<file path="config.mk">
export PLATFORM = sky130hd
export DESIGN_NAME = imask_unit
export DESIGN_NICKNAME = d
export VERILOG_FILES = /design/src/rtl/imask_pkg.sv /design/src/rtl/imask_group.sv /design/src/rtl/imask_rearm.sv /design/src/rtl/imask_unit.sv
export SDC_FILE = /design/constraint.sdc
export NUM_CORES = 1
export LEC_CHECK = 0
export BUFFER_PORTS_ARGS = -buffer_cell sky130_fd_sc_hd__buf_2
export CORE_ASPECT_RATIO = 0.7
export CORE_UTILIZATION = 52
export CTS_BUF_LIST = sky130_fd_sc_hd__clkbuf_4 sky130_fd_sc_hd__clkbuf_8
export DETAILED_ROUTE_END_ITERATION = 10
export PLACE_DENSITY = 0.89
export SLEW_MARGIN = 40
export SYNTH_ARGS = -nofsm -noshare
export SYNTH_HDL_FRONTEND = slang
export SYNTH_SLANG_ARGS = --single-unit
export TNS_END_PERCENT = 1
</file>
<file path="constraint.sdc">
create_clock -name clk -period 2.55 [get_ports clk]
set_input_delay 0.255 -clock clk [delete_from_list [all_inputs] [get_ports clk]]
set_output_delay 0.255 -clock clk [all_outputs]
set_load 0.005 [all_outputs]
</file>
<file path="src/rtl/imask_pkg.sv">
package imask_pkg;
  localparam int DATA_W = 32;
  localparam int ADDR_W = 8;
  localparam int HOST_ERR_BIT = 1;

  localparam logic [ADDR_W-1:0] A_TX_RAW  = 8'h80;
  localparam logic [ADDR_W-1:0] A_TX_MSK  = 8'h84;
  localparam logic [ADDR_W-1:0] A_TX_SET  = 8'h88;
  localparam logic [ADDR_W-1:0] A_TX_CLR  = 8'h8C;
  localparam logic [ADDR_W-1:0] A_VECTOR  = 8'h90;
  localparam logic [ADDR_W-1:0] A_EOI     = 8'h94;
  localparam logic [ADDR_W-1:0] A_RX_RAW  = 8'hA0;
  localparam logic [ADDR_W-1:0] A_RX_MSK  = 8'hA4;
  localparam logic [ADDR_W-1:0] A_RX_SET  = 8'hA8;
  localparam logic [ADDR_W-1:0] A_RX_CLR  = 8'hAC;
  localparam logic [ADDR_W-1:0] A_ER_RAW  = 8'hB0;
  localparam logic [ADDR_W-1:0] A_ER_MSK  = 8'hB4;
  localparam logic [ADDR_W-1:0] A_ER_SET  = 8'hB8;
  localparam logic [ADDR_W-1:0] A_ER_CLR  = 8'hBC;

  typedef enum logic [1:0] {
    GRP_TX  = 2'd0,
    GRP_RX  = 2'd1,
    GRP_ERR = 2'd2
  } grp_e;

  localparam int NUM_GRP = 3;
endpackage

</file>
<file path="src/rtl/imask_group.sv">
module imask_group #(
  parameter int WIDTH = 8
) (
  input  logic             clk,
  input  logic             rst_n,
  input  logic [WIDTH-1:0] evt,
  input  logic             set_we,
  input  logic             clr_we,
  input  logic [WIDTH-1:0] wdata,
  output logic [WIDTH-1:0] raw_o,
  output logic [WIDTH-1:0] mask_o,
  output logic [WIDTH-1:0] masked_o,
  output logic             pend_o
);
  logic [WIDTH-1:0] raw_q, raw_d;
  logic [WIDTH-1:0] mask_q, mask_d;
  logic             mask_en;

  assign mask_en = set_we | clr_we;

  genvar b;
  generate
    for (b = 0; b < WIDTH; b++) begin : g_bit
      always_comb begin
        raw_d[b]  = evt[b];
        mask_d[b] = mask_q[b];
        if (set_we && wdata[b]) mask_d[b] = 1'b1;
        if (clr_we && wdata[b]) mask_d[b] = 1'b0;
      end

      always_ff @(posedge clk or negedge rst_n) begin
        if (!rst_n) begin
          raw_q[b] <= 1'b0;
        end else begin
          raw_q[b] <= raw_d[b];
        end
      end

      always_ff @(posedge clk or negedge rst_n) begin
        if (!rst_n) begin
          mask_q[b] <= 1'b0;
        end else if (mask_en) begin
          mask_q[b] <= mask_d[b];
        end
      end
    end
  endgenerate

  assign raw_o    = raw_q;
  assign mask_o   = mask_q;
  assign masked_o = raw_q & mask_q;
  assign pend_o   = |(raw_q & mask_q);
endmodule

</file>
<file path="src/rtl/imask_rearm.sv">
module imask_rearm (
  input  logic clk,
  input  logic rst_n,
  input  logic any_pend,
  input  logic eoi_wr,
  output logic irq
);
  logic armed_q, armed_d;
  logic irq_q, irq_d;

  always_comb begin
    irq_d   = armed_q & any_pend;
    armed_d = armed_q & ~any_pend;
    if (eoi_wr) armed_d = 1'b1;
  end

  always_ff @(posedge clk or negedge rst_n) begin
    if (!rst_n) begin
      armed_q <= 1'b1;
      irq_q   <= 1'b0;
    end else begin
      armed_q <= armed_d;
      irq_q   <= irq_d;
    end
  end

  assign irq = irq_q;
endmodule

</file>
<file path="src/rtl/imask_unit.sv">
module imask_unit
  import imask_pkg::*;
#(
  parameter int NUM_CH = 8
) (
  input  logic              clk,
  input  logic              rst_n,
  input  logic              bus_we,
  input  logic [ADDR_W-1:0] bus_addr,
  input  logic [DATA_W-1:0] bus_wdata,
  output logic [DATA_W-1:0] bus_rdata,
  input  logic [NUM_CH-1:0] tx_evt,
  input  logic [NUM_CH-1:0] rx_evt,
  input  logic              host_err,
  output logic              irq
);
  logic [NUM_CH-1:0] tx_raw, tx_mask, tx_masked;
  logic [NUM_CH-1:0] rx_raw, rx_mask, rx_masked;
  logic [0:0]        er_raw, er_mask, er_masked;
  logic [NUM_GRP-1:0] grp_pend;
  logic              any_pend;
  logic              eoi_wr;

  imask_group #(.WIDTH(NUM_CH)) u_tx (
    .clk(clk), .rst_n(rst_n), .evt(tx_evt),
    .set_we(bus_we && bus_addr == A_TX_SET),
    .clr_we(bus_we && bus_addr == A_TX_CLR),
    .wdata(bus_wdata[NUM_CH-1:0]),
    .raw_o(tx_raw), .mask_o(tx_mask), .masked_o(tx_masked),
    .pend_o(grp_pend[GRP_TX])
  );

  imask_group #(.WIDTH(NUM_CH)) u_rx (
    .clk(clk), .rst_n(rst_n), .evt(rx_evt),
    .set_we(bus_we && bus_addr == A_RX_SET),
    .clr_we(bus_we && bus_addr == A_RX_CLR),
    .wdata(bus_wdata[NUM_CH-1:0]),
    .raw_o(rx_raw), .mask_o(rx_mask), .masked_o(rx_masked),
    .pend_o(grp_pend[GRP_RX])
  );

  imask_group #(.WIDTH(1)) u_er (
    .clk(clk), .rst_n(rst_n), .evt(host_err),
    .set_we(bus_we && bus_addr == A_ER_SET),
    .clr_we(bus_we && bus_addr == A_ER_CLR),
    .wdata(bus_wdata[HOST_ERR_BIT]),
    .raw_o(er_raw), .mask_o(er_mask), .masked_o(er_masked),
    .pend_o(grp_pend[GRP_ERR])
  );

  assign any_pend = |grp_pend;
  assign eoi_wr   = bus_we && (bus_addr == A_EOI);

  imask_rearm u_arm (
    .clk(clk), .rst_n(rst_n), .any_pend(any_pend),
    .eoi_wr(eoi_wr), .irq(irq)
  );

  always_comb begin
    bus_rdata = '0;
    case (bus_addr)
      A_TX_RAW:           bus_rdata = DATA_W'(tx_raw);
      A_TX_MSK:           bus_rdata = DATA_W'(tx_masked);
      A_TX_SET, A_TX_CLR: bus_rdata = DATA_W'(tx_mask);
      A_RX_RAW:           bus_rdata = DATA_W'(rx_raw);
      A_RX_MSK:           bus_rdata = DATA_W'(rx_masked);
      A_RX_SET, A_RX_CLR: bus_rdata = DATA_W'(rx_mask);
      A_ER_RAW:           bus_rdata = DATA_W'(er_raw) << HOST_ERR_BIT;
      A_ER_MSK:           bus_rdata = DATA_W'(er_masked) << HOST_ERR_BIT;
      A_ER_SET, A_ER_CLR: bus_rdata = DATA_W'(er_mask) << HOST_ERR_BIT;
      A_VECTOR:           bus_rdata = DATA_W'(grp_pend);
      default:            bus_rdata = '0;
    endcase
  end
endmodule

</file>
==> metrics.txt, run 1 <==
ANT cells=0; register bit count reported by yosys=36; CP delay by family, top=compound AO/OA/AOI/OAI gates; cts bufs inserted=5; largest net degree at the start of global routing=37; total grt overflow=0; DRC=0; Max Cap Viol=0; Core Region=3600 sq um; Starting Density=55.3%; crit end category=output pin; Final Slew Violations=0; sequential fraction of the synthesis area=45.3%; post-DP HPWL=3.05 mm; crit path cell chain=a22o_1, a221oi_1, and3_1, o22a_1, nand2_1, buf_2; setup bufs post-CTS=0; antenna violations before repair=0; CTS clk-pin slew, worst paths=70 ps; Synth Warn #=0; IO Port Bufs=44; min-delay worst type=in2reg; DR iter-0 viols=99; Die X=76 um; Ports=93; final instance area=2280 sq um; Synth cell types=40; top cell type by total area after synthesis=dfrtp_1; GR Util All Layers=21.9%; maximum fanout along the worst path=3; Routed WL=4.21 mm; Syn Area/Cell=9.82 sq um; Slew headroom=61.9%; area grow syn2layout=14.4%; row cnt=18; measured slew at the worst slew-check pin=570 ps; share of cells above drive strength 1=25.7%; CTS tree=built; status=finished clean; vias=1,549; CP Data Required Time=2300 ps; crit path kind=reg2out; Synth async-reset ratio=100%; top cell type's share of synthesized area=43.9%; FMAX=501 MHz; Slowest-stage cell, CP=dfrtp_1; final worst path period need=2000 ps; Synth Instances=203; worst stage delay on the critical path=380 ps; number of routed nets with antenna violations=0; worst path arrival time=1740 ps; Worst VDD drop=0.358 mV; Buf+Inv Stages, Crit Path=1; Post-Route Skew=1.39 ps; number of flops mapped to enable cells by yosys=0; Power Density=548 nW/um^2; GPL Wtd Cong=0.913; RSZ-0062 raised after global routing=no; TNS Setup=0 ps; H-tree Lvls=2; cell with the most instances after synthesis=dfrtp_1; first-pass GRT wire length=6.56 mm; TritonRoute pass-1 iters=4; Post-synth top cells=dfrtp_1 (35), nand2_1 (30), buf_4 (26); synth top area cells=dfrtp_1 (44%), mux2i_1 (10%), buf_4 (9.8%), nand2_1 (5.6%), inv_1 (3.0%); final net count=308; Final period util=78.3%; leakage=1.26 nW; Vias/cell=5.18; Die ar.=4090 sq um; die height=53.8 um; detail-routed net length per standard cell=14.1 um; vias in the first global route=1,381; Clock Sinks=36; Post-Synthesis Cell Area=1990 sq um; Bufs on Longest Clock Path=2; Fin. Hold Viols=0; CP Launch Type=register; CTS root buf=clkbuf_8; Filler cells=312; Worst-Skew Late Latency=280 ps; Placed Area=2160 sq um; setup violators final=0; Synth Flop Type=dfrtp_1
==> stage by stage <==
stage,utilization [%],instances,setup WS (ps),total power [mW],hold WS (ps)
2_1_floorplan,-,226,1100,0.724,-40.6
3_3_place_gp,59.8,290,736,0.758,363
3_5_place_dp,59.8,290,705,0.762,364
4_1_cts,62.9,298,526,1.26,57.1
5_1_grt,63.3,299,427,1.31,53.3
6_report,63.3,299,554,1.25,69.2
==> flip-flops by register name, indices dropped and copies added, names as in the netlist <==
signal and count:
u_arm.armed_q 1, u_arm.irq 1, u_er.mask_o 1, u_er.raw_o 1
u_rx.mask_o 8, u_rx.raw_o 8, u_tx.mask_o 8, u_tx.raw_o 8
==> kinds of logic after synthesis <==
family,count (synthesis),share of synthesized area (%)
AO/OA/AOI/OAI,35,12.0
flip-flops,36,45.3
multiplexers,21,10.6
other,1,0.188
buffers and inverters,48,14.1
AND/OR/NAND/NOR,62,17.8
==> worst register-to-register path, cell delays in order, from the launching register on <==
cell,delay [ps]
dfrtp_1,380
a22o_1,230
a221oi_1,250
and3_1,270
nand4_1,100
o31ai_1,80
==> power breakdown <==
part / total (mW) / leakage [nW] / internal (mW) / switching (mW)
Sequential: 0.618 / 0.386 / 0.598 / 0.0201
Clock: 0.495 / 0.0586 / 0.300 / 0.194
Combinational: 0.137 / 0.820 / 0.0564 / 0.0810
==> layout by cell type, fill, tap and decap left out, types with 2 or more instances in the layout <==
cell type / instances
a21oi_1: 2
a22oi_1: 7
a31oi_1: 3
and3_1: 5
buf_2: 43
buf_4: 3
clkbuf_8: 5
conb_1: 24
dfrtp_1: 35
inv_1: 16
mux2i_1: 20
nand2_1: 30
nand2b_1: 4
nand3_1: 4
nand4_1: 2
nor2_1: 4
o2111ai_1: 2
o21ai_0: 9
o221ai_1: 3
o22ai_1: 4
==> metal layers <==
layer	vias to the layer above	routed length, um	share of wire (%)	global-route usage [%]
met5	-	0	0	0
li1	743	-	-	-
met1	722	1860	44	28.9
met2	79	1900	45	36.1
met4	0	27	0.64	5.77
met3	5	421	10	6.61
==> layout make-up <==
| cell class | instances | area, sq um | share of cell area, % |
|---|---|---|---|
| multi-input combinational | 142 | 896 | 39.3 |
| inverter | 16 | 60.1 | 2.63 |
| sequential | 36 | 902 | 39.6 |
| clock inverter | 2 | 35.0 | 1.54 |
| clock buffer | 6 | 76.3 | 3.35 |
| timing repair buffer | 47 | 248 | 10.9 |
| tap | 50 | 62.6 | 2.74 |
==> timing repair <==
| item | in CTS | in global routing |
|---|---|---|
| gates resized for setup | 0 | 0 |
| endpoints found under the hold margin | 0 | 35 |
| hold buffers | 0 | 1 |
==> path summary, 6_finish.rpt <==
path                                         start                       to  slack [ps]  cells past startpoint
setup reg to reg           u_rx.raw_o[3]$_DFF_PN0_  u_arm.armed_q$_DFF_PN1_        1160                      5
min in group asynchronous                    rst_n  u_tx.raw_o[0]$_DFF_PN0_         450                      2
hold / removal                           rx_evt[7]  u_rx.raw_o[7]$_DFF_PN0_          70                      1
max in group asynchronous                    rst_n  u_arm.armed_q$_DFF_PN1_        1770                      2
setup / recovery           u_rx.raw_o[3]$_DFF_PN0_             bus_rdata[1]         550                      6
hold reg to reg            u_arm.armed_q$_DFF_PN1_      u_arm.irq$_DFF_PN0_         480                      2
Note: power is estimated with default switching activity, not from simulation.
==> run 2: changes to the inputs <==
--- a/config.mk
+++ b/config.mk
@@ -5,12 +5,13 @@
 export SDC_FILE = /design/constraint.sdc
 export NUM_CORES = 1
 export LEC_CHECK = 0
+export ABC_AREA = 1
 export BUFFER_PORTS_ARGS = -buffer_cell sky130_fd_sc_hd__buf_2
 export CORE_ASPECT_RATIO = 0.7
-export CORE_UTILIZATION = 52
+export CORE_UTILIZATION = 45
 export CTS_BUF_LIST = sky130_fd_sc_hd__clkbuf_4 sky130_fd_sc_hd__clkbuf_8
 export DETAILED_ROUTE_END_ITERATION = 10
-export PLACE_DENSITY = 0.89
+export PLACE_DENSITY = 0.8
 export SLEW_MARGIN = 40
 export SYNTH_ARGS = -nofsm -noshare
 export SYNTH_HDL_FRONTEND = slang
==> constraint.sdc (replaced) <==
create_clock -name clk -period 1.7 [get_ports clk]
set_input_delay 0.17 -clock clk [delete_from_list [all_inputs] [get_ports clk]]
set_output_delay 0.17 -clock clk [all_outputs]
set_load 0.005 [all_outputs]
==> run 2 against run 1 <==
- first-iteration DRC count is 30% higher
- clock power is 19% higher
- largest power group unchanged
- non-clock buffer count is 16 higher
- global-route usage is 0.45 points higher
==> metrics.txt, run 2 <==
number of flops mapped to enable cells by yosys=0; die height=60.7 um; min-delay worst type=in2reg; Synth async-reset ratio=100%; Ports=93; Placed Area=2430 sq um; largest net degree at the start of global routing=32; most frequent cells in the layout=nand2_1 (118), buf_2 (44), nor2_1 (36), dfrtp_1 (35), conb_1 (24); share of cells above drive strength 1=21.3%; detail-routed net length per standard cell=11.8 um; total grt overflow=0; Bufs on Longest Clock Path=2; GPL Wtd Cong=0.885; maximum fanout along the worst path=2; Die X=85.9 um; total power=1.75 mW; row cnt=20; CTS clk-pin slew, worst paths=70 ps; synth top area cells=dfrtp_1 (40%), nand2_1 (20%), buf_4 (8.1%), nor2_1 (6.1%), inv_1 (3.6%); CP Launch Type=register; Synth Instances=307; first-pass GRT wire length=8.63 mm; Core Region=4530 sq um; Placed Instances=417; ANT cells=0; top cell type by total area after synthesis=dfrtp_1; GR Util All Layers=22.4%; Syn Area/Cell=7.21 sq um; DR iter-0 viols=129; Power Density=649 nW/um^2; dpl ws=267 ps; Synth Warn #=0; sequential fraction of the synthesis area=40.7%; Synth cell types=24; Final period util=91.2%; fin cells=442; FMAX=645 MHz; status=finished clean; crit end category=output pin; number of routed nets with antenna violations=0; TNS Setup=0 ps; area grow syn2layout=21.6%; setup violators final=0; Post-Route Skew=7.01 ps; Max Cap Viol=0; CTS root buf=clkbuf_8; Starting Density=48.9%; Final Core Density=59.4%; worst path arrival time=1380 ps; Die ar.=5210 sq um; post-DP HPWL=3.74 mm; final instance area=2690 sq um; Synth Flop Type=dfrtp_1; top cell type's share of synthesized area=39.5%; leakage=1.51 nW; H-tree Lvls=2; CTS tree=built; Routed WL=5.23 mm; cell with the most instances after synthesis=nand2_1; vias in the first global route=1,893; worst hold margin=157 ps; Fin. Hold Viols=0; TritonRoute pass-1 iters=4; Post-Synthesis Cell Area=2210 sq um; final worst path period need=1550 ps; Final Slew Violations=0; CP Data Required Time=1530 ps; setup ws final=150 ps; setup bufs post-CTS=0; final net count=436; IO Port Bufs=44; Worst-Skew Late Latency=290 ps; Worst VDD drop=0.360 mV; Clock Sinks=36; antenna violations before repair=0; DRC=0; Vias/cell=4.68; register bit count reported by yosys=36; cts bufs inserted=5; RSZ-0062 raised after global routing=no; most common cell after layout, fill and taps aside=nand2_1; crit path kind=reg2out; Post-synth top cells=nand2_1 (118), nor2_1 (36), dfrtp_1 (35); vias=2,070
-- run 2: cell types whose count changed in the layout (fill, tap and decap cells not counted), moves of 4 or more --
cell,change
inv_1,+5
mux2i_1,-20
inv_2,+8
nand2b_1,-4
and3_1,-5
nand2_1,+88
o22ai_1,-4
nand3_1,+9
o21ai_1,+15
dlygate4sd3_1,+17
o21ai_0,-5
a22oi_1,-7
nor2_1,+32
-- run 2: kinds of logic after synthesis --
kind of cell	Yosys count	synth area share (%)
AND/OR/NAND/NOR	195	41.0
flip-flops	36	40.7
AO/OA/AOI/OAI	22	5.08
buffers and inverters	53	13.1
other	1	0.169
-- run 2: final cells by class --
cell class	instances	area [sq um]
Inverter	29	109
Timing Repair Buffer	63	408
Fill cell	415	1840
Clock inverter	1	5.00
Clock buffer	6	76.3
Tap cell	66	82.6
Multi-Input combinational cell	241	1110
Sequential cell	36	902
-- run 2: metal layers --
layer	vias to the layer above	global-route usage [%]	share of wire (%)
li1	1041	-	-
met1	933	28.9	44
met2	91	38.6	46
met3	5	5.85	8.7
met4	0	5.24	0.73
met5	-	0	0
-- run 2: final timing paths --
check | startpoint | to | slack (ps) | cells after the start
setup / recovery | u_rx.raw_o[5]$_DFF_PN0_ | bus_rdata[1] | 150 | 7
hold / removal | bus_wdata[7] | u_tx.mask_o[7]$_DFFE_PN0P_ | 160 | 3
setup reg to reg | u_rx.raw_o[5]$_DFF_PN0_ | u_arm.irq$_DFF_PN0_ | 530 | 6
hold reg to reg | u_arm.armed_q$_DFF_PN1_ | u_arm.armed_q$_DFF_PN1_ | 490 | 2
max in group asynchronous | rst_n | u_arm.armed_q$_DFF_PN1_ | 860 | 3
min in group asynchronous | rst_n | u_arm.irq$_DFF_PN0_ | 220 | 2
-- run 2: repair_timing --
action,in CTS,in global routing
endpoints found under the setup margin,0,0
gates resized for setup,0,0
hold buffers,18,0
endpoints found under the hold margin,22,0
-- run 2: power by group --
part           leakage (nW)  internal [mW]  switching [mW]  total [mW]
Combinational          1.01         0.0931           0.135       0.228
Clock                0.0445          0.294           0.296       0.590
Sequential            0.457          0.897          0.0325       0.930
Total                  1.51           1.28           0.463        1.75
-- run 2: critical path, stage by stage (launching register included) --
cell     delay [ps]
dfrtp_1         400
nand2_1         110
nand2_1          60
nor2_1          140
a21oi_1          80
nor2_1          100
nand3_1          70
buf_2           130
==> run 3: changes to the inputs <==
--- a/config.mk
+++ b/config.mk
@@ -11,7 +11,7 @@
 export CORE_UTILIZATION = 45
 export CTS_BUF_LIST = sky130_fd_sc_hd__clkbuf_4 sky130_fd_sc_hd__clkbuf_8
 export DETAILED_ROUTE_END_ITERATION = 10
-export PLACE_DENSITY = 0.8
+export PLACE_DENSITY = 0.77
 export SLEW_MARGIN = 40
 export SYNTH_ARGS = -nofsm -noshare
 export SYNTH_HDL_FRONTEND = slang
==> run 3 against run 2 <==
- register-to-register slack better by 80 ps
- non-clock buffer count unchanged
- clock-buffer cell count down 1
- hold slack worse by 10 ps
- combinational power up 3%
- clock skew shrank 4.4 ps
- via count rose by 1.3%
- global-route usage decreased by 0.15 points
- sequential share of layout area shrank 0.46 points
==> metrics.txt, run 3 (synthesized netlist as in run 2, its figures left out) <==
status=finished clean; final instance area=2730 sq um; detail-routed net length per standard cell=12.3 um; most common cell after layout, fill and taps aside=nand2_1; CP delay by family, top=simple AND/OR/NAND/NOR gates; Vias/cell=4.73; Final Core Density=60.3%; CP Data Required Time=1530 ps; Worst VDD drop=0.398 mV; CTS clk-pin slew, worst paths=80 ps; CP Launch Type=register; vias in the first global route=1,886; Ports=93; Power Density=705 nW/um^2; Die X=85.9 um; area grow syn2layout=23.3%; first-pass GRT wire length=8.51 mm; TritonRoute pass-1 iters=4; Fin. Hold Viols=0; crit path cell chain=nand2_1, nand2_1, nor2_2, a21oi_1, nor2_1, nand2_1, buf_2; DRC=0; largest net degree at the start of global routing=37; Buf+Inv Stages, Crit Path=1; R2R Setup Slk=610 ps; Bufs on Longest Clock Path=2; maximum fanout along the worst path=3; setup violators final=0; crit end category=output pin; most frequent cells in the layout=nand2_1 (118), buf_2 (44), dfrtp_1 (35), nor2_1 (33), conb_1 (24); Max Cap Viol=0; CTS tree=built; IO Port Bufs=44; Placed Area=2430 sq um; GR Util All Layers=22.2%; Most Frequent Cell on Critical Path=nand2_1; cts bufs inserted=5; min-delay worst type=in2reg; Starting Density=48.9%; Slowest-stage cell, CP=dfrtp_1; CTS root buf=clkbuf_8; setup ws final=115 ps; Worst-Skew Late Latency=300 ps; Core Region=4530 sq um; RSZ-0062 raised after global routing=no; Final period util=93.2%; number of routed nets with antenna violations=0; final net count=436; antenna violations before repair=0; total grt overflow=0; worst hold margin=147 ps; crit path kind=reg2out; leakage=1.52 nW; Post-Route Skew=2.56 ps; worst stage delay on the critical path=400 ps; GPL Wtd Cong=0.882; vias=2,097; dpl ws=241 ps; post-DP HPWL=3.87 mm; setup bufs post-CTS=0; row cnt=20; Clock Sinks=36; die height=60.7 um; FMAX=631 MHz; Filler cells=425; DR iter-0 viols=187; final worst path period need=1580 ps; Final Slew Violations=0; share of cells above drive strength 1=22.3%; TNS Setup=0 ps; worst path arrival time=1410 ps; Die ar.=5210 sq um; H-tree Lvls=2; ANT cells=0; Routed WL=5.47 mm
[run 3: changes by cell type in the layout (fill, tap and decap cells not counted)]
cell and delta:
nor2_1 -3, nor2_2 +3, bufinv_16 +1, clkbuf_4 -1, clkinvlp_4 +1
[run 3: what timing repair did]
action                                 in CTS  in global routing
endpoints found under the hold margin      52                  0
setup endpoints to repair                   0                  2
gates resized for setup                     0                  3
hold buffers                               18                  0
[run 3: report_power, final]
| part | internal [mW] | switching, mW | leakage (nW) |
|---|---|---|---|
| logic | 0.0945 | 0.139 | 1.01 |
| clock network | 0.434 | 0.330 | 0.0541 |
| registers | 0.897 | 0.0312 | 0.457 |
[run 3: worst paths after layout]
kind / from / to / depth (start not counted)
max in group asynchronous: rst_n / u_arm.armed_q$_DFF_PN1_ / 3
hold / removal: bus_addr[2] / u_er.mask_o$_DFFE_PN0P_ / 2
hold reg to reg: u_arm.armed_q$_DFF_PN1_ / u_arm.armed_q$_DFF_PN1_ / 2
setup / recovery: u_tx.mask_o[6]$_DFFE_PN0P_ / bus_rdata[0] / 7
min in group asynchronous: rst_n / u_er.mask_o$_DFFE_PN0P_ / 3
setup reg to reg: u_tx.mask_o[6]$_DFFE_PN0P_ / u_arm.irq$_DFF_PN0_ / 5
[run 3: per-stage QoR]
stage	std cells	power [mW]
finish	443	1.93
global route	443	2.00
CTS	443	1.93
detailed placement	417	1.14
global placement	417	1.13
floorplan	330	1.08
[run 3: final cells by class]
cell class              count  area (sq um)  share of cell area (%)
clock buffers               5          68.8                    2.52
clock inverters             3          42.5                    1.56
inverters                  29           109                    3.99
multi-input cells         241          1120                    40.9
flip-flops and latches     36           902                    33.0
well taps                  66          82.6                    3.02
repair buffers             63           408                    14.9
[run 3: per-layer routing]
| layer | global-route usage [%] | wire, um | up-vias |
|---|---|---|---|
| li1 | - | - | 1042 |
| met1 | 30.4 | 2560 | 952 |
| met2 | 35.9 | 2430 | 96 |
| met3 | 4.76 | 413 | 7 |
| met4 | 7.62 | 64 | 0 |
| met5 | 0 | 0 | - |
